`src/rtl/csx_pkg.sv`:
```
// Shared types and defaults for the chip-select expander.
package csx_pkg;
    localparam int unsigned DEF_SR_LEN  = 6;  // shift register length
    localparam int unsigned DEF_ADDR_W  = 4;  // bits used as address
    localparam int unsigned DEF_BANK_W  = 3;  // address bits inside one bank
    localparam int unsigned DEF_SYNC_N  = 2;  // synchroniser stages

    // Controller wires after synchronisation.
    typedef struct packed {
        logic sclk_rise;
        logic sel;
        logic mosi;
    } ctl_sync_t;
endpackage

```
`src/rtl/csx_ctl_sync.sv`:
```
// Synchronises the controller's serial clock, select and data-out into the
// system clock domain and detects rising edges of the serial clock.
// Assumes the serial clock is slower than clk/4 and that data-out is stable
// before the serial clock rises.
module csx_ctl_sync
    import csx_pkg::*;
#(
    parameter int unsigned SYNC_N = DEF_SYNC_N
) (
    input  logic      clk,
    input  logic      rst_n,
    input  logic      sclk_in,
    input  logic      sel_in,
    input  logic      mosi_in,
    output ctl_sync_t sync_o
);
    logic [SYNC_N-1:0] sclk_pipe;
    logic [SYNC_N-1:0] sel_pipe;
    logic [SYNC_N-1:0] mosi_pipe;
    logic              sclk_last;

    // Shift each raw input through its synchroniser chain.
    always_ff @(posedge clk) begin
        if (!rst_n) begin
            sclk_pipe <= '0;
            sel_pipe  <= '0;
            mosi_pipe <= '0;
            sclk_last <= 1'b0;
        end else begin
            sclk_pipe <= {sclk_pipe[SYNC_N-2:0], sclk_in};
            sel_pipe  <= {sel_pipe[SYNC_N-2:0],  sel_in};
            mosi_pipe <= {mosi_pipe[SYNC_N-2:0], mosi_in};
            sclk_last <= sclk_pipe[SYNC_N-1];
        end
    end

    // Present the synchronised values and the serial-clock rising edge.
    always_comb begin
        sync_o.sel       = sel_pipe[SYNC_N-1];
        sync_o.mosi      = mosi_pipe[SYNC_N-1];
        sync_o.sclk_rise = sclk_pipe[SYNC_N-1] & ~sclk_last;
    end
endmodule

```
`src/rtl/csx_addr_shift.sv`:
```
// Address shift register. While the select is low, each serial-clock rising
// edge shifts data-out in at bit 0, so bits sent MSB first end up in order.
// The low ADDR_W bits form the address; the rest only carry history.
module csx_addr_shift
    import csx_pkg::*;
#(
    parameter int unsigned SR_LEN = DEF_SR_LEN,
    parameter int unsigned ADDR_W = DEF_ADDR_W
) (
    input  logic              clk,
    input  logic              rst_n,
    input  ctl_sync_t         sync_i,
    output logic [ADDR_W-1:0] addr_o
);
    logic [SR_LEN-1:0] sr_q;

    // Shift on a serial-clock rise only while the select is low; hold otherwise.
    always_ff @(posedge clk) begin
        if (!rst_n) begin
            sr_q <= '0;
        end else if (!sync_i.sel && sync_i.sclk_rise) begin
            sr_q <= {sr_q[SR_LEN-2:0], sync_i.mosi};
        end
    end

    // Expose the address field.
    assign addr_o = sr_q[ADDR_W-1:0];
endmodule

```
`src/rtl/csx_bank_decode.sv`:
```
// Splits the address into a bank field and an in-bank index. Each bank drives
// its own active-low selects and its own return-data mux; only the enabled
// bank contributes to the data returned to the controller.
// Assumes ADDR_W > BANK_W.
module csx_bank_decode #(
    parameter int unsigned ADDR_W = 4,
    parameter int unsigned BANK_W = 3
) (
    input  logic                    active,
    input  logic [ADDR_W-1:0]       addr,
    input  logic [(1<<ADDR_W)-1:0]  per_miso,
    output logic [(1<<ADDR_W)-1:0]  per_sel_n,
    output logic                    miso
);
    localparam int unsigned BANK_N  = 1 << BANK_W;
    localparam int unsigned HI_W    = ADDR_W - BANK_W;
    localparam int unsigned N_BANKS = 1 << HI_W;

    logic [HI_W-1:0]    bank_sel;
    logic [BANK_W-1:0]  idx;
    logic [N_BANKS-1:0] bank_miso;

    assign bank_sel = addr[ADDR_W-1:BANK_W];
    assign idx      = addr[BANK_W-1:0];

    for (genvar b = 0; b < N_BANKS; b++) begin : g_bank
        logic              bank_en;
        logic [BANK_N-1:0] slice;

        // Enable this bank only for its bank-field value while framing.
        assign bank_en = active && (bank_sel == HI_W'(b));
        assign slice   = per_miso[b*BANK_N +: BANK_N];

        for (genvar k = 0; k < BANK_N; k++) begin : g_sel
            // Pull low the one select whose index matches.
            assign per_sel_n[b*BANK_N + k] = ~(bank_en && (idx == BANK_W'(k)));
        end

        // Bank-level mux: route the indexed peripheral, or 0 when disabled.
        assign bank_miso[b] = bank_en & slice[idx];
    end

    // At most one bank is enabled, so OR-combine the bank outputs.
    assign miso = |bank_miso;
endmodule

```
`src/rtl/spi_cs_expander.sv`:
```
// Top level: expands one controller select into 2**ADDR_W peripheral selects
// using an address shifted in while the select is low.
// Assumes synchronous active-low reset and a system clock at least four times
// the serial clock rate.
module spi_cs_expander
    import csx_pkg::*;
#(
    parameter int unsigned SR_LEN = DEF_SR_LEN,
    parameter int unsigned ADDR_W = DEF_ADDR_W,
    parameter int unsigned BANK_W = DEF_BANK_W,
    parameter int unsigned SYNC_N = DEF_SYNC_N
) (
    input  logic                   clk,
    input  logic                   rst_n,
    input  logic                   ctl_sclk,
    input  logic                   ctl_sel,
    input  logic                   ctl_mosi,
    output logic                   ctl_miso,
    output logic [(1<<ADDR_W)-1:0] per_sel_n,
    input  logic [(1<<ADDR_W)-1:0] per_miso
);
    ctl_sync_t         sync_s;
    logic [ADDR_W-1:0] addr_q;
    logic              sel_q;

    csx_ctl_sync #(.SYNC_N(SYNC_N)) u_sync (
        .clk     (clk),
        .rst_n   (rst_n),
        .sclk_in (ctl_sclk),
        .sel_in  (ctl_sel),
        .mosi_in (ctl_mosi),
        .sync_o  (sync_s)
    );

    csx_addr_shift #(.SR_LEN(SR_LEN), .ADDR_W(ADDR_W)) u_shift (
        .clk    (clk),
        .rst_n  (rst_n),
        .sync_i (sync_s),
        .addr_o (addr_q)
    );

    assign sel_q = sync_s.sel;

    csx_bank_decode #(.ADDR_W(ADDR_W), .BANK_W(BANK_W)) u_dec (
        .active    (sel_q),
        .addr      (addr_q),
        .per_miso  (per_miso),
        .per_sel_n (per_sel_n),
        .miso      (ctl_miso)
    );
endmodule

```
`config.mk`:
```
export PLATFORM = sky130hd
export DESIGN_NAME = spi_cs_expander
export DESIGN_NICKNAME = d
export VERILOG_FILES = /design/src/rtl/csx_pkg.sv /design/src/rtl/csx_ctl_sync.sv /design/src/rtl/csx_addr_shift.sv /design/src/rtl/csx_bank_decode.sv /design/src/rtl/spi_cs_expander.sv
export SDC_FILE = /design/constraint.sdc
export NUM_CORES = 1
export LEC_CHECK = 0
export CORE_ASPECT_RATIO = 1.1
export CORE_UTILIZATION = 32
export CTS_CLUSTER_SIZE = 8
export DETAILED_ROUTE_END_ITERATION = 8
export GPL_TIMING_DRIVEN = 0
export PLACE_DENSITY = 0.8
export SETUP_SLACK_MARGIN = 0.3
export SYNTH_ARGS = -nofsm -noshare
export SYNTH_HDL_FRONTEND = slang
export SYNTH_SLANG_ARGS = --single-unit
```
`constraint.sdc`:
```
create_clock -name clk -period 1.5 [get_ports clk]
set_input_delay 0.3 -clock clk [delete_from_list [all_inputs] [get_ports clk]]
set_output_delay 0.3 -clock clk [all_outputs]
set_load 0.01 [all_outputs]
```
==> results.json, run 1 <==
{
  "clkTransAtPathRegs_ns": 0.07,
  "max_freq_mhz": 532,
  "cap_viol_max_count": 0,
  "max_stage_delay_ns": 0.49,
  "tightestPinTransition_ns": 0.291,
  "ys_warn_count": 0,
  "critPathLaunchType": "register",
  "gp_congestion": 0.746,
  "synth_nets": 92,
  "avgRoutedWirePerCell_um": 11.3,
  "area_delta_synth_final_pct": 89.7,
  "period_share": 1.25,
  "path_cells": "nand2b_2 > nor2_2 > nand3_1 > clkdlybuf4s50_1",
  "grt_max_degree": 11,
  "synth_edf_count": 0,
  "vias": 655,
  "arrival_ns": 1.58,
  "finClkSkew_ns": 0.00548,
  "design.core.area_um2": 1780,
  "final.fill_count": 155,
  "layout_commonest_cell": "clkdlybuf4s50_1",
  "synth-xor-area-share": 0,
  "ys.flop_type": "dfxtp_1",
  "grt_pass1_vias": 588,
  "initial_core_util": 0.341,
  "placed_area_um2": 1000,
  "synth-seq-cells": 11,
  "antenna_left": 0,
  "synthArstFlopShare": 0,
  "drive_above_1_share": 0.333,
  "setup_viol": 16,
  "synth_area_um2": 607,
  "ys_seq_area_frac": 0.363,
  "grt_pass1_wl_um": 2500,
  "crit_buf_inv": 1,
  "cts-htree-levels": 1,
  "p_leak_nw": 0.412,
  "critPathTopFamily": "simple AND/OR/NAND/NOR gates",
  "rows": 16,
  "layout_setup_ws_ns": -0.380,
  "die_width_um": 43.5,
  "drt_iter0_markers": 9,
  "dpl.hpwl_um": 1060,
  "n_antenna_cell": 0,
  "avgViaCountPerCell": 4.75,
  "grt_remaining_overflow": 0,
  "routed_wl_um": 1560,
  "cts_buffers": 3,
  "grt.total_usage": 0.162,
  "die_h_um": 47.7,
  "stdcell_area_um2": 1150,
  "dp_slack_ns": -0.688,
  "final_cell_mix": "27 x clkdlybuf4s50_1, 14 x nand2_1, 8 x buf_4, 8 x mux2i_1",
  "antenna_found_initial": 0,
  "criticalPathCategory": "register to output pin",
  "power.density_nw_per_um2": 506,
  "synth_top_family_by_area": "simple AND/OR/NAND/NOR gates",
  "ios": 38,
  "synth_cell_types": 16,
  "io_buffers": 37,
  "rsz0062_at_grt": "true",
  "clockBufferDepth": 2,
  "period_needed_ns": 1.88,
  "crit_path_top_delay_cell": "clkdlybuf4s50_1",
  "tns_ns": -3.57,
  "cts.sinks": 11,
  "dr.pass1.iters": 5,
  "synthCells": 71,
  "cts_tree": "yes",
  "worstPathRequired_ns": 1.20,
  "post-route-drc-count": 8,
  "clockRootBuffer": "clkbuf_4",
  "slew_viol_final": 0,
  "dieArea_um2": 2070,
  "avgSynthCellArea_um2": 8.55,
  "clk_latency_ns": 0.26,
  "status": "finished, violations left",
  "synth_fa_ha_area_frac": 0,
  "ir_worst_vdd_v": 0.000363,
  "cp_max_fo": 4,
  "endpoint_kind": "output pin",
  "synth_compound_area_frac": 0.0371,
  "hold_path_class": "register to register",
  "synth-simple-area-share": 0.348,
  "layout.nets": 142,
  "finalHoldViolCount": 0,
  "synthMuxAreaShare": 0.206,
  "relSlewSlack": 0.806,
  "violations": "DRC, setup timing"
}
==> report_power, final <==
group | switching [mW] | total (mW) | internal [mW]
sequential | 0.00425 | 0.303 | 0.299
clock | 0.0857 | 0.188 | 0.102
combinational | 0.0232 | 0.0915 | 0.0683
==> sequential cells by signal (all words and copies together) (netlist names) <==
register,cells
u_shift.sr_q,4
u_sync.sclk_last,1
u_sync.sclk_pipe,2
u_sync.sel_pipe,2
u_sync.mosi_pipe,2
==> synth_stat cells, drive strengths merged (2+ instances only) <==
| cell | number | area share |
|---|---|---|
| clkbuf | 2 | 0.012 |
| mux4 | 2 | 0.074 |
| a21oi | 2 | 0.016 |
| and2 | 7 | 0.072 |
| nor2 | 5 | 0.031 |
| mux2i | 8 | 0.13 |
| nor2b | 6 | 0.062 |
| nand2 | 15 | 0.093 |
| nand3 | 6 | 0.049 |
| dfxtp | 11 | 0.36 |
| buf | 2 | 0.027 |
| nand2b | 2 | 0.021 |
==> repair_timing <==
| action | CTS | global route |
|---|---|---|
| hold buffers | 0 | 0 |
| gates resized for setup | 54 | 6 |
| setup endpoints to repair | 17 | 20 |
| cloned | 0 | 0 |
| pin swaps | 2 | 5 |
| setup buffers | 5 | 3 |
==> per-stage QoR <==
step                      power (mW)  utilization  hold WS, ns  cells
after floorplan                0.339            -        0.412     71
after global placement         0.396        0.563        0.415    126
after detailed placement       0.397        0.563        0.420    126
after CTS                      0.595        0.619        0.439    135
after global routing           0.617        0.646        0.462    138
final                          0.583        0.646        0.435    138
==> layer usage <==
metal  GRT usage  vias up  share of wire
met1       0.188      298           0.39
met5           0        -              0
met2       0.303       25           0.54
met3      0.0264        0          0.072
li1            -      332              -
met4      0.0625        0              0
==> layout make-up <==
type                       count  area [um2]  area share
multi-input combinational     55         423       0.367
sequential                    11         228       0.198
tap                           18        22.5      0.0196
buffer                         4        40.0      0.0348
clock buffer                   4        26.3      0.0228
inverter                       1        3.75     0.00326
timing repair buffer          45         408       0.354
==> final timing paths <==
path                    endpoint  slack, ns  depth (start not counted)                start
max                 per_sel_n[6]      -0.38                          4      u_shift.sr_q[3]
min          u_sync.mosi_pipe[1]       0.44                          1  u_sync.mosi_pipe[0]
max reg2reg      u_shift.sr_q[2]       0.44                          3   u_sync.sel_pipe[1]
min reg2reg  u_sync.mosi_pipe[1]       0.44                          1  u_sync.mosi_pipe[0]
==> cell families (layout without fill, tap and decap cells) <==
family	Yosys count	in the layout
AOI/OAI and AO/OA	3	3
buffers and inverters	5	54
DFF	11	11
muxes	10	10
and+or+nand+nor	42	42
Note: power is estimated with default switching activity, not from simulation.
==> inputs of run 2 (changes only) <==
--- a/config.mk
+++ b/config.mk
@@ -10,6 +10,7 @@
 export CTS_CLUSTER_SIZE = 8
 export DETAILED_ROUTE_END_ITERATION = 8
 export GPL_TIMING_DRIVEN = 0
+export HOLD_SLACK_MARGIN = 0.02
 export PLACE_DENSITY = 0.8
 export SETUP_SLACK_MARGIN = 0.3
 export SYNTH_ARGS = -nofsm -noshare
==> results of run 2 <==
Same layout as run 1: the final DEF is identical, and so are final timing and power.
